`config.mk`:
```
export PLATFORM = sky130hd
export DESIGN_NAME = useq_top
export DESIGN_NICKNAME = d
export VERILOG_FILES = /design/src/rtl/useq_pkg.sv /design/src/rtl/useq_store.sv /design/src/rtl/useq_dispatch.sv /design/src/rtl/useq_next.sv /design/src/rtl/useq_top.sv
export SDC_FILE = /design/constraint.sdc
export NUM_CORES = 1
export LEC_CHECK = 0
export CAP_MARGIN = 25
export CORE_UTILIZATION = 36
export DETAILED_ROUTE_END_ITERATION = 10
export PLACE_DENSITY = 0.77
export REMOVE_ABC_BUFFERS = 1
export SETUP_SLACK_MARGIN = 0.3
export SLEW_MARGIN = 20
export SYNTH_ARGS = -nofsm -noshare
export SYNTH_HDL_FRONTEND = slang
export SYNTH_SLANG_ARGS = --single-unit
```
`constraint.sdc`:
```
create_clock -name clk -period 1.7 [get_ports clk]
set_input_delay 0.34 -clock clk [delete_from_list [all_inputs] [get_ports clk]]
set_output_delay 0.34 -clock clk [all_outputs]
set_load 0.01 [all_outputs]
```
`src/rtl/useq_pkg.sv`:
```
package useq_pkg;
  localparam int OPC_W   = 6;
  localparam int UADDR_W = 4;
  localparam int OUT_W   = 17;
  localparam int SEQ_W   = 2;
  localparam int WORD_W  = OUT_W + SEQ_W;

  typedef enum logic [SEQ_W-1:0] {
    SEQ_FETCH = 2'b00,
    SEQ_DISP1 = 2'b01,
    SEQ_DISP2 = 2'b10,
    SEQ_NEXT  = 2'b11
  } seq_code_e;

  localparam logic [OPC_W-1:0] OPC_LOAD   = 6'b100011;
  localparam logic [OPC_W-1:0] OPC_STORE  = 6'b101011;
  localparam logic [OPC_W-1:0] OPC_ALU    = 6'b000000;
  localparam logic [OPC_W-1:0] OPC_BRANCH = 6'b000100;
  localparam logic [OPC_W-1:0] OPC_JUMP   = 6'b000010;
  localparam logic [OPC_W-1:0] OPC_ORI    = 6'b001101;

  function automatic logic [UADDR_W-1:0] addr_plus_one(input logic [UADDR_W-1:0] a);
    return a + 1'b1;
  endfunction
endpackage

```
`src/rtl/useq_store.sv`:
```
module useq_store
  import useq_pkg::*;
#(
  parameter int AW = UADDR_W
) (
  input  logic [AW-1:0]    addr,
  output logic [OUT_W-1:0] out_bits,
  output seq_code_e        code
);
  logic [WORD_W-1:0] word;

  // The contents are the fixed microprogram. Words past 11 are unused:
  // they output zeros and return to fetch.
  always_comb begin
    case (int'(addr))
      0:  word = {17'b10010100000001000, 2'b11};
      1:  word = {17'b00000000010011000, 2'b01};
      2:  word = {17'b00000000000010100, 2'b10};
      3:  word = {17'b00110000000010100, 2'b11};
      4:  word = {17'b00110000000010110, 2'b00};
      5:  word = {17'b00101000000010100, 2'b00};
      6:  word = {17'b00000000001000100, 2'b11};
      7:  word = {17'b00000000001000111, 2'b00};
      8:  word = {17'b01000000100100100, 2'b00};
      9:  word = {17'b10000001000000000, 2'b00};
      10: word = {17'b0, 2'b11};
      11: word = {17'b0, 2'b00};
      default: word = '0;
    endcase
  end

  assign out_bits = word[WORD_W-1:SEQ_W];
  assign code     = seq_code_e'(word[SEQ_W-1:0]);
endmodule

```
`src/rtl/useq_dispatch.sv`:
```
module useq_dispatch
  import useq_pkg::*;
#(
  parameter int TABLE_ID = 1,
  parameter int AW       = UADDR_W
) (
  input  logic [OPC_W-1:0] opcode,
  output logic [AW-1:0]    target
);
  generate
    if (TABLE_ID == 1) begin : g_first
      always_comb begin
        case (opcode)
          OPC_LOAD, OPC_STORE: target = AW'(2);
          OPC_ALU:             target = AW'(6);
          OPC_BRANCH:          target = AW'(8);
          OPC_JUMP:            target = AW'(9);
          OPC_ORI:             target = AW'(10);
          default:             target = '0;
        endcase
      end
    end else begin : g_second
      always_comb begin
        case (opcode)
          OPC_LOAD:  target = AW'(3);
          OPC_STORE: target = AW'(5);
          default:   target = '0;
        endcase
      end
    end
  endgenerate
endmodule

```
`src/rtl/useq_next.sv`:
```
module useq_next
  import useq_pkg::*;
#(
  parameter int AW = UADDR_W
) (
  input  seq_code_e     code,
  input  logic [AW-1:0] cur,
  input  logic [AW-1:0] disp1,
  input  logic [AW-1:0] disp2,
  output logic [AW-1:0] nxt
);
  always_comb begin
    unique case (code)
      SEQ_FETCH: nxt = '0;
      SEQ_DISP1: nxt = disp1;
      SEQ_DISP2: nxt = disp2;
      SEQ_NEXT:  nxt = AW'(addr_plus_one(UADDR_W'(cur)));
      default:   nxt = '0;
    endcase
  end
endmodule

```
`src/rtl/useq_top.sv`:
```
module useq_top
  import useq_pkg::*;
#(
  parameter int AW = UADDR_W
) (
  input  logic             clk,
  input  logic             rst_n,
  input  logic [OPC_W-1:0] opcode,
  output logic [OUT_W-1:0] ctrl,
  output logic [AW-1:0]    uaddr
);
  seq_code_e     seq_code;
  logic [AW-1:0] disp1_tgt;
  logic [AW-1:0] disp2_tgt;
  logic [AW-1:0] next_uaddr;

  useq_store #(.AW(AW)) u_store (
    .addr(uaddr), .out_bits(ctrl), .code(seq_code)
  );

  useq_dispatch #(.TABLE_ID(1), .AW(AW)) u_disp1 (
    .opcode(opcode), .target(disp1_tgt)
  );

  useq_dispatch #(.TABLE_ID(2), .AW(AW)) u_disp2 (
    .opcode(opcode), .target(disp2_tgt)
  );

  useq_next #(.AW(AW)) u_next (
    .code(seq_code), .cur(uaddr), .disp1(disp1_tgt), .disp2(disp2_tgt),
    .nxt(next_uaddr)
  );

  always_ff @(posedge clk or negedge rst_n) begin
    if (!rst_n) uaddr <= '0;
    else        uaddr <= next_uaddr;
  end


  a_r3_step_up: assert property (@(posedge clk) disable iff (!rst_n)
    seq_code == SEQ_NEXT |=> uaddr == AW'($past(uaddr) + 1'b1));


  a_r4_back_to_fetch: assert property (@(posedge clk) disable iff (!rst_n)
    seq_code == SEQ_FETCH |=> uaddr == '0);


  a_r5_disp1_legal: assert property (@(posedge clk) disable iff (!rst_n)
    seq_code == SEQ_DISP1 |=> (uaddr == AW'(0) || uaddr == AW'(2) || uaddr == AW'(6) ||
                               uaddr == AW'(8) || uaddr == AW'(9) || uaddr == AW'(10)));


  a_r6_disp2_legal: assert property (@(posedge clk) disable iff (!rst_n)
    seq_code == SEQ_DISP2 |=> (uaddr == AW'(0) || uaddr == AW'(3) || uaddr == AW'(5)));


  a_r8_spare_words_quiet: assert property (@(posedge clk) disable iff (!rst_n)
    (uaddr == AW'(10) || uaddr == AW'(11)) |-> ctrl == '0);
endmodule

```
Word level (Yosys, flattened, before mapping)
Memory sizes are Yosys's and may differ from the RTL's.
Cells that the tools add are included.
Storage, ports and cells
  output and inout bits: 21
  memories: 1
  bits in read-only memories: 288
  flip-flop bits (word level): 4
  logic and storage cells: 17
Cells by class
  reduce and logical (&&, ||, !) cells: 3
  equality and inequality tests: 8
  $add $sub $neg: 1
  multiplexer cells: 3
Memory list
  (name not given): depth 16, bits a word 18, read ports 1, clocked after Yosys merged registers in 0, wr ports 0, line useq_store.sv:15  | case (int'(addr))
Operator list (count)
  case mux 4 bit (5 select lines): 1
  case mux 4 bit (4 select lines): 1
  == test 6 bit, second input constant: 2
  == test 6 x 2 -> 1 bit, second input constant: 1
  == test 6 x 3 -> 1 bit, second input constant: 1
  == test 6 x 4 -> 1 bit, second input constant: 1
  zero test 6 bit: 1
  case mux 3 bit (2 select lines): 1
  adder 4 x 1 -> 4 bit, second input constant: 1
  == test 2 bit, second input constant: 2
  == test 2 x 1 -> 1 bit, second input constant: 1
  zero test 2 bit: 1
  OR reduction 2 bit: 1

Longest topological paths before layout
  word-level depth: 4
  depth in mapped cells: 7
  mapped depth without buffers: 6

Modules after synthesis
From an unflattened synthesis, not the netlist that was laid out.
Second synthesis, totals
  cells, all modules: 82
  area, all modules: 658.1 µm²
By module, submodules not included
  useq_store: instances 1, area an instance 286.5 µm², cells each 44
  useq_next: instances 1, area an instance 135.1 µm², cells each 17
  useq_top: instances 1, area an instance 100.1 µm², cells each 4
  useq_dispatch at u_disp1: instances 1, area an instance 80.1 µm², cells each 11
  useq_dispatch at u_disp2: instances 1, area an instance 56.3 µm², cells each 6

Worst setup path after synthesis
No wires, ideal clock.
  path kind: register -> register
  start: register uaddr[1]
  end: register uaddr[1]
  data required time: 1.629 ns
  stages on the path, launching flop included: 7
  period minus slack after synthesis: 1.805 ns
  buffers on the path: 0
  arrival time: 1.734 ns
  slack: -0.105 ns
  cells stage by stage: dfrtp_1 inv_1 ha_1 nand2b_1 or4_1 or3b_1 nand4_1
On the way
  longest elaborated chain between the ends: 3
RTL lines
  start, declared: line useq_top.sv:10  | output logic [AW-1:0] uaddr
  start signal, assigned: line useq_top.sv:36  | else uaddr <= next_uaddr;
  memory read (16 x 18 bit)
  == test 2 bit (tied with other cells): line useq_next.sv:13  | unique case (code)
  case mux 4 bit (4 select lines) (*): line useq_next.sv:13
  named net next_uaddr[1]: line useq_top.sv:15  | logic [AW-1:0] next_uaddr;
The timed path passes the listed nets; every way through them passes the cells marked *.

Final worst setup path
Ends and elaborated chain as after synthesis.

==> impl_metrics.toml <==
[power_and_ir_drop]
power.density_nw_per_um2 = 1813
p_leak_nw = 0.6171
ir_drop_v = 0.001352

[global_route]
met2_usage_pct = 50.30
track_usage_pct = 28.88
grt_overflow_total = 0
grt_use_met3_pct = 5.532
grt_pass1_vias = 810
grt_max_degree = 12
grt_pass1_wl_um = 3891
grt_antenna_before_repair = 0
grt_most_used_layer = "met2"
use_met1_pct = 33.42

[logic_synthesis]
synth_cell_types = 32
postSynthCellCount = 85
synth.area.top_cells = "dfrtp_1 (16%), ha_1 (12%), a21oi_1 (5.8%), nand2b_1 (5.2%), nor2b_1 (5.2%)"
yosys.area.top_type = "dfrtp_1"
synthArstFlopShare_pct = 100.0
syn_area_per_cell_um2 = 7.139
yosysWarnings = 0
synth_seq_cells = 4
yosysSeqAreaShare_pct = 16.49
yosys-top-cells-count = "nor2_1 (8), a21oi_1 (7), ha_1 (6)"
synth.most_common_cell = "nor2_1"
synth.top_cell.area_share_pct = 16.49
synthFlopType = "dfrtp_1"
synth_edf_count = 0
netlist_area_um2 = 606.8

[setup_path]
cp.arrival_ps = 2010
critPathLaunchType = "flop"
slowest_delay_ps = 420
worst-path-buf-inv = 2
cp_slowest_cell = "or4_4"
worstPathMaxFanout = 5
critical-path-top-delay-family = "simple AND/OR/NAND/NOR gates"
critPathCaptureType = "flop"
worstSetupPathType = "reg2reg"
cp_cell_sequence = "inv_4 > ha_4 > buf_6 > nand2b_4 > or4_4 > or3b_1 > nand4_1"
crit_required_ps = 1880

[place]
dp_hpwl_um = 1510
numPortBuffers = 27
dp_slack_ps = -239.4
gp_congestion = 0.8835
place_area_um2 = 1020
place_inst = 143

[finish]
multi_input_area_um2 = 636.9
area_delta_synth_final_pct = 122.5
drive_gt1_share_pct = 63.45
antenna_cells = 0
largest_reg_flops = 4
top_regs = "uaddr: 4 flops"
regArea_um2 = 102.6
regMostFlops = "uaddr"
final_cell_count_no_fill = 161
post-route-cell-area_um2 = 1350
n_fill_cell = 72
final_nets = 161

[sta]
rsz0062_at_grt = "yes"
fin_crit_sh_pct = 107.9
whs_ps = 304.6
final_max_slew_viol_count = 0
worst_slack_ps = -133.8
fmax_ghz = 0.5453
setup_violations = 13
final.min_clock_period_ps = 1834
tns_ps = -745.9
skew_ps = 2.615
hold_viol_final = 0

[die]
rows = 14
dieArea_um2 = 1854
chipHeight_um = 43.06
die-width_um = 43.06
core_area_um2 = 1541
initial_core_util_pct = 39.37
io_pins = 29

[route]
routedWlPerCell_um = 19.37
ant_nets = 0
vias = 933
vias_per_cell = 5.795
initialDrtViolationCount = 43
wirelength_um = 3119
route.detailed.drc = 0
first_pass_iters = 4

[clock_tree]
cts_buffers = 3
cts_tree = "done"
htree_levels = 1
cts_max_path_buffers = 2
clk_transition_reported_paths_ps = 40
cts.sinks = 4
ctsRootBufferMaster = "clkbuf_4"
clk-insertion-delay-late_ps = 250

[hold_path]
hp-class = "in2async"

[run_status]
failed_checks = "negative setup slack"
status = "finished with violations"

[job]
timing.max_cap.violations = 0
==> power breakdown <==
group	total, W	internal, W	switching (W)
Combinational	0.00209	0.00115	0.000941
Sequential	0.000225	0.000137	0.0000884
Clock	0.000131	0.0000798	0.0000512
Total	0.00245	0.00137	0.00108
==> worst register-to-register path: stages (launching register included) <==
cell and delay [ps]:
dfrtp_1 410, inv_4 120, ha_4 150, buf_6 120, nand2b_4 60, or4_4 420
or3b_1 390, nand4_1 100
==> metal layers <==
metal  share of wire [%]  vias up
met4                 4.1        0
met1                  39      442
met3                 6.8       14
met5                   0        -
met2                  50       63
li1                    -      414
==> final cells by class <==
type                       instances  share of cell area (%)
timing repair buffer              63                   40.87
multi-input combinational         72                   47.17
sequential                         4                   7.600
inverter                           3                   1.205
clock buffer                       3                   1.668
tap                               16                   1.483
==> through the flow <==
| step | utilization [%] | total power [W] |
|---|---|---|
| 3_5_place_dp | 66.15 | 0.001589 |
| 3_3_place_gp | 66.15 | 0.001554 |
| 6_report | 87.58 | 0.002447 |
| 4_1_cts | 77.68 | 0.001968 |
| 2_1_floorplan | - | 0.0008131 |
| 5_1_grt | 87.58 | 0.002562 |
==> worst paths after layout <==
check                          start  endpoint  slack, ps  depth (start not counted)
min in group clk           opcode[1]  uaddr[0]        880                          3
min                            rst_n  uaddr[1]        300                          1
max                         uaddr[1]  uaddr[1]       -130                          7
max reg2reg                 uaddr[1]  uaddr[1]       -130                          7
max in group asynchronous      rst_n  uaddr[0]       1200                          1
min reg2reg                 uaddr[3]  uaddr[0]        900                          3
==> cells by family after synthesis <==
family / Yosys count / synth area share, %
and+or+nand+nor: 45 / 43.09
AOI/OAI and AO/OA: 19 / 18.35
buffers and inverters: 9 / 7.628
adders and majority gates: 6 / 12.37
DFF: 4 / 16.50
xor gates and xnor gates: 1 / 1.444
other: 1 / 0.6180
==> layout by cell type, fill, tap and decap left out, types with 2 or more instances in the layout <==
cell             instances
a21oi_2                  3
ha_4                     6
and2_4                   5
o21ai_1                  2
buf_2                    9
nor2b_4                  2
buf_6                   23
nand3b_1                 2
inv_4                    2
dfrtp_2                  2
nor3_1                   2
nand2_1                  4
o21ai_0                  3
a31oi_1                  3
nor2_1                   7
clkdlybuf4s50_1          7
nand2b_1                 3
buf_4                   23
dfrtp_1                  2
or2_4                    2
nand2b_4                 2
a21oi_1                  4
clkbuf_4                 3
nor2b_1                  3
==> what timing repair did <==
| action | 4_1_cts | 5_1_grt |
|---|---|---|
| setup endpoints to repair | 24 | 22 |
| resized for setup | 116 | 33 |
| setup buffers | 7 | 8 |
| pin swaps | 7 | 7 |
| hold buffers | 0 | 0 |
Power figures use the tool's default switching activity.
